$ cat config.mk
export PLATFORM = sky130hd
export DESIGN_NAME = age_issue_select
export DESIGN_NICKNAME = d
export VERILOG_FILES = /design/src/rtl/isel_pkg.sv /design/src/rtl/isel_oldest_pick.sv /design/src/rtl/isel_class_match.sv /design/src/rtl/isel_head_decode.sv /design/src/rtl/age_issue_select.sv
export SDC_FILE = /design/constraint.sdc
export NUM_CORES = 1
export LEC_CHECK = 0
export ABC_AREA = 0
export BUFFER_PORTS_ARGS = -buffer_cell sky130_fd_sc_hd__buf_2
export CAP_MARGIN = 20
export CORE_ASPECT_RATIO = 0.8
export CORE_UTILIZATION = 40
export CTS_BUF_LIST = sky130_fd_sc_hd__clkbuf_4 sky130_fd_sc_hd__clkbuf_8
export DETAILED_ROUTE_END_ITERATION = 12
export GPL_ROUTABILITY_DRIVEN = 0
export GPL_TIMING_DRIVEN = 0
export PLACE_DENSITY = 0.65
export SLEW_MARGIN = 20
export SYNTH_ARGS = -nofsm -noshare
export SYNTH_HDL_FRONTEND = slang
export SYNTH_SLANG_ARGS = --single-unit
$ cat constraint.sdc
create_clock -name clk -period 0.8 [get_ports clk]
set_clock_uncertainty 0.15 [all_clocks]
set_input_delay 0.16 -clock clk [delete_from_list [all_inputs] [get_ports clk]]
set_output_delay 0.16 -clock clk [all_outputs]
set_load 0.02 [all_outputs]
$ cat src/rtl/isel_pkg.sv
package isel_pkg;

    typedef enum logic [1:0] {
        SEL_SHARED = 2'd0,
        SEL_BANKED = 2'd1,
        SEL_QHEAD  = 2'd2,
        SEL_ALIAS  = 2'd3
    } isel_mode_e;

endpackage

$ cat src/rtl/isel_oldest_pick.sv
module isel_oldest_pick #(
    parameter int K     = 8,
    parameter int AGE_W = 4
) (
    input  logic [K-1:0]       cand_i,
    input  logic [K*AGE_W-1:0] age_i,
    output logic [K-1:0]       win_o
);

    function automatic logic precedes(input logic [AGE_W-1:0] a, input logic [AGE_W-1:0] b);
        logic [AGE_W-1:0] diff;
        diff = a - b;
        return diff[AGE_W-1];
    endfunction

    // An entry wins when no other candidate is older, nor equally old at a lower index.
    always_comb begin
        win_o = '0;
        for (int i = 0; i < K; i++) begin
            win_o[i] = cand_i[i];
            for (int j = 0; j < K; j++) begin
                if (j != i && cand_i[j]) begin
                    if (precedes(age_i[j*AGE_W +: AGE_W], age_i[i*AGE_W +: AGE_W])) begin
                        win_o[i] = 1'b0;
                    end else if (j < i &&
                                 !precedes(age_i[i*AGE_W +: AGE_W], age_i[j*AGE_W +: AGE_W])) begin
                        win_o[i] = 1'b0;
                    end
                end
            end
        end
    end

endmodule

$ cat src/rtl/isel_class_match.sv
module isel_class_match #(
    parameter int W     = 8,
    parameter int N     = 2,
    parameter int CLS_W = 2
) (
    input  logic [W*CLS_W-1:0]      cls_i,
    input  logic [N*CLS_W-1:0]      slot_cls_i,
    output logic [N-1:0][W-1:0]     match_o
);

    always_comb begin
        match_o = '0;
        for (int s = 0; s < N; s++) begin
            for (int e = 0; e < W; e++) begin
                match_o[s][e] = (cls_i[e*CLS_W +: CLS_W] == slot_cls_i[s*CLS_W +: CLS_W]);
            end
        end
    end

endmodule

$ cat src/rtl/isel_head_decode.sv
module isel_head_decode #(
    parameter int B      = 4,
    parameter int HEAD_W = 2
) (
    input  logic [HEAD_W-1:0] head_i,
    output logic [B-1:0]      onehot_o
);

    always_comb begin
        onehot_o = '0;
        for (int e = 0; e < B; e++) begin
            if (HEAD_W'(e) == head_i) begin
                onehot_o[e] = 1'b1;
            end
        end
    end

endmodule

$ cat src/rtl/age_issue_select.sv
module age_issue_select #(
    parameter int  W      = 8,
    parameter int  N      = 2,
    parameter int  AGE_W  = 4,
    parameter int  CLS_W  = 2,
    localparam int B      = W / N,
    localparam int HEAD_W = (B > 1) ? $clog2(B) : 1
) (
    input  logic                  clk,
    input  logic                  rst_n,
    input  logic [1:0]            mode_i,
    input  logic [W-1:0]          ready_i,
    input  logic [W*AGE_W-1:0]    age_i,
    input  logic [W*CLS_W-1:0]    cls_i,
    input  logic [N*CLS_W-1:0]    slot_cls_i,
    input  logic [N*HEAD_W-1:0]   head_i,
    output logic [N*W-1:0]        grant_o,
    output logic [N-1:0]          grant_vld_o
);

    import isel_pkg::*;

    typedef struct packed {
        logic [N-1:0][W-1:0] grant;
        logic [N-1:0]        vld;
    } isel_state_t;

    isel_state_t st_d, st_q;
    isel_mode_e  mode;

    logic [N-1:0][W-1:0] match;
    logic [W-1:0]        uni_cand [N];
    logic [W-1:0]        uni_win  [N];
    logic [W-1:0]        taken    [N+1];
    logic [B-1:0]        bank_win [N];
    logic [B-1:0]        head_win [N];

    assign mode = isel_mode_e'(mode_i);

    isel_class_match #(.W(W), .N(N), .CLS_W(CLS_W)) u_match (
        .cls_i      (cls_i),
        .slot_cls_i (slot_cls_i),
        .match_o    (match)
    );

    // Shared window: slots chained in ascending order, each masking what lower slots took.
    assign taken[0] = '0;

    for (genvar s = 0; s < N; s++) begin : g_shared
        assign uni_cand[s] = ready_i & match[s] & ~taken[s];

        isel_oldest_pick #(.K(W), .AGE_W(AGE_W)) u_pick (
            .cand_i (uni_cand[s]),
            .age_i  (age_i),
            .win_o  (uni_win[s])
        );

        assign taken[s+1] = taken[s] | uni_win[s];
    end

    // Partitioned and queue-head schemes: one bank of B entries per slot.
    for (genvar s = 0; s < N; s++) begin : g_bank
        logic [B-1:0] bank_cand;
        logic [B-1:0] head_oh;

        assign bank_cand = ready_i[s*B +: B] & match[s][s*B +: B];

        isel_oldest_pick #(.K(B), .AGE_W(AGE_W)) u_pick (
            .cand_i (bank_cand),
            .age_i  (age_i[s*B*AGE_W +: B*AGE_W]),
            .win_o  (bank_win[s])
        );

        isel_head_decode #(.B(B), .HEAD_W(HEAD_W)) u_head (
            .head_i   (head_i[s*HEAD_W +: HEAD_W]),
            .onehot_o (head_oh)
        );

        assign head_win[s] = head_oh & bank_cand;
    end

    always_comb begin
        st_d = '0;
        for (int s = 0; s < N; s++) begin
            case (mode)
                SEL_BANKED: begin
                    for (int e = 0; e < B; e++) begin
                        st_d.grant[s][s*B + e] = bank_win[s][e];
                    end
                end
                SEL_QHEAD: begin
                    for (int e = 0; e < B; e++) begin
                        st_d.grant[s][s*B + e] = head_win[s][e];
                    end
                end
                default: begin
                    st_d.grant[s] = uni_win[s];
                end
            endcase
            st_d.vld[s] = |st_d.grant[s];
        end
    end

    always_ff @(posedge clk or negedge rst_n) begin
        if (!rst_n) begin
            st_q <= '0;
        end else begin
            st_q <= st_d;
        end
    end

    always_comb begin
        for (int s = 0; s < N; s++) begin
            grant_o[s*W +: W] = st_q.grant[s];
        end
    end

    assign grant_vld_o = st_q.vld;

endmodule

==> flow_summary_export.csv <==
group,metric,value,unit
outcome,status,"complete, but fails checks",
outcome,violations,"hold timing, setup timing",
final_layout,layout_commonest_cell,"buf_4",
floorplan,core-area,13700,sq um
yosys,async_reset_ff_share,100,%
grt,grt_pass1_vias,6912,
floorplan,die_x,136,um
yosys,yosys-top-cells-area,"ha_1 25%, dfrtp_1 7.9%, xnor2_1 7.5%",
power_and_ir_drop,p_per_area,1010,nW/um^2
floorplan,io_pins,86,
power_and_ir_drop,power_leakage,3.87,nW
worst_setup_path,path_buf_inv,3,
worst_setup_path,start_kind,"primary input",
worst_setup_path,crit_fanout,5,
grt,track_usage,33.9,%
worst_setup_path,crit_top_cell,"or4_1",
yosys,yosysTopAreaCell,"ha_1",
timing,holdWs,-0.329,ns
worst_hold_path,holdCritPathClass,"in2async",
worst_setup_path,cp_slowest_stage_delay,0.50,ns
place,dp.cells,988,
clock_tree,root_buffer,"clkbuf_8",
final_layout,n_fill_cell,900,
drt,met3_length,2790,um
worst_setup_path,cp_top_family,"simple AND/OR/NAND/NOR gates",
clock_tree,cts_made_buffers,3,
clock_tree,cts_sinks,18,
drt,wl_met2,11900,um
worst_setup_path,worstSetupPathType,"in2reg",
yosys,avgSynthCellArea,7.78,sq um
yosys,syn_area,5720,sq um
yosys,yosys_warnings,0,
drt,drt-total-wl,26000,um
drt,vias,7084,
worst_setup_path,end_kind,"register",
grt,grt-ovfl-total,0,
worst_setup_path,worstPathCellList,"buf_12 -> clkinvlp_4 -> buf_6 -> ha_4 -> nand2_2 -> o21a_1 -> and3_1 -> or2_0 -> o221a_4 -> a21o_1 -> a2bb2oi_1 -> and4_1 -> or4_1 -> or4_1",
yosys,synth_cells,735,
place,dp_hpwl,16300,um
worst_setup_path,critical-path-slowest-cell,"or4_1",
clock_tree,cts_tree,"built",
clock_tree,clock_path_buffers,2,
final_layout,drive_gt1_share,51.8,%
final_layout,fin_nets,1103,
drt,viasPerCell,6.44,
timing,max_freq,293,MHz
final_layout,area_delta_synth_final,68.5,%
yosys,yosys_most_used_dff,"dfrtp_1",
final_layout,n_antenna_cell,0,
timing,rsz0062_at_grt,"yes",
final_layout,final_cell_mix,"88 x buf_4, 79 x ha_1, 54 x nor2b_1",
worst_setup_path,crit_arrival,3.39,ns
floorplan,row_count,38,
yosys,ys_ff_latch,18,
worst_setup_path,required,0.78,ns
yosys,synth_top_area_share,24.9,%
grt,grt_max_degree,19,
power_and_ir_drop,peakVddDrop,0.713,mV
yosys,yosysSeqAreaShare,7.88,%
clock_tree,cts_max_level,1,
grt,antenna_found_initial,0,
power_and_ir_drop,power.total,0.00973,W
yosys,syn_nets,917,
timing,finalCriticalPeriod,3.41,ns
timing,period_share,426,%
timing,tightest_slew,0.883,ns
grt,grt_pass1_wl,37800,um
drt,ant_nets,0,
timing,slew_violations,0,
floorplan,die_area,14800,sq um
timing,final_hold_viol_count,18,
drt,highest_layer,"met4",
floorplan,start_util,41.6,%
drt,drt-initial-drc-count,704,
yosys,synth_cell_types,67,
clock_tree,clkTransAtPathRegs,0.08,ns
final_layout,instances_no_fill,1100,
final_layout,post-route-util,70.1,%
place,place.port_buffers,73,
timing,fin_ws,-2.61,ns
drt,dr.pass1.iters,5,
drt,drc,0,
timing,slew_headroom,41.1,%
drt,wl_met1,10000,um
run,drv_cap,0,
timing,setup_viol,36,
floorplan,dieHeight,109,um
yosys,synth_edf_count,0,
drt,wl_per_cell,23.6,um
-- where the power goes --
| group | switching (W) | leakage [nW] | total [W] | internal, W |
|---|---|---|---|---|
| registers | 0.0000439 | 0.240 | 0.00103 | 0.000991 |
| clock network | 0.000340 | 0.0288 | 0.000779 | 0.000439 |
| logic | 0.00449 | 3.60 | 0.00791 | 0.00342 |
-- routing by layer --
layer  vias to the layer above  global-route usage, %
li1                       3031                      -
met1                      3378                   43.0
met2                       538                   56.2
met3                       137                   6.97
met4                         0                   13.3
met5                         -                      0
-- synthesized netlist by cell type, drive strengths merged, types with 2 or more instances --
master	instances
a211o	2
xor2	39
a22o	4
o21ai	41
and3b	3
and2	3
o22ai	9
and4	3
a21o	7
dfrtp	18
nor2b	55
nor3	23
o21a	17
a21oi	76
a22oi	13
a221oi	5
o211ai	3
o2111ai	4
clkbuf	5
a2111oi	7
or2	2
ha	114
nor3b	6
xnor2	50
or4	2
a311oi	3
nand3	27
a211oi	14
and3	13
mux2i	3
o211a	2
nand2b	5
a31oi	7
inv	40
nor4	4
a311o	2
nand2	38
nor2	27
a31o	2
o31ai	6
buf	19
nand3b	2
-- worst max path at each step --
stage / end / cells after the start / slack (ns) / startpoint
3_3_place_gp: grant_vld_o[1] / 13 / -3.57 / age_i[6]
5_1_grt: grant_vld_o[1] / 15 / -2.67 / age_i[6]
4_1_cts: grant_vld_o[1] / 14 / -2.43 / age_i[2]
3_5_place_dp: grant_vld_o[1] / 13 / -3.52 / age_i[6]
6_report: grant_vld_o[1] / 14 / -2.61 / age_i[13]
2_1_floorplan: grant_vld_o[1] / 13 / -2.31 / age_i[2]
-- registers in the layout, summed over array words and instances, names as in the netlist --
register     flops
grant_vld_o      2
grant_o         16
-- cell type report --
type                       instances  area [sq um]  area share (%)
multi-input combinational        653          6890            71.5
timing repair buffer             181          1640            17.0
sequential                        18           450            4.68
tap                              180           225            2.34
inverter                          40           210            2.18
buffer                            24           164            1.70
clock buffer                       4          55.1           0.571
-- per-stage QoR --
step	TNS [ns]	hold WS, ns	instance area (sq um)	setup slack, ns
after floorplan	-26.71	-0.286	5900	-2.31
after global placement	-45.56	-0.0416	6490	-3.57
after detailed placement	-45.38	-0.0375	6490	-3.52
after CTS	-35.57	-0.318	9160	-2.43
after global routing	-39.42	-0.301	9630	-2.67
final	-38.39	-0.329	9630	-2.61
-- cells by family (layout without fill, tap and decap cells) --
group	count (synthesis)	in the layout	synth area share, %
buffers and inverters	64	249	5.45
adder cells (fa/ha/maj)	114	114	24.9
flip-flops	18	18	7.88
AND/OR/NAND/NOR	218	218	20.6
multiplexers	3	3	0.525
AO/OA/AOI/OAI	229	229	26.4
XOR/XNOR	89	89	14.2
-- repair_timing --
item / 4_1_cts / 5_1_grt
hold endpoints to repair: 18 / 18
endpoints found under the setup margin: 36 / 36
resized for setup: 360 / 70
buffers inserted: 94 / 17
pin swaps: 68 / 42
No activity file was read; power rests on OpenSTA's default activity.
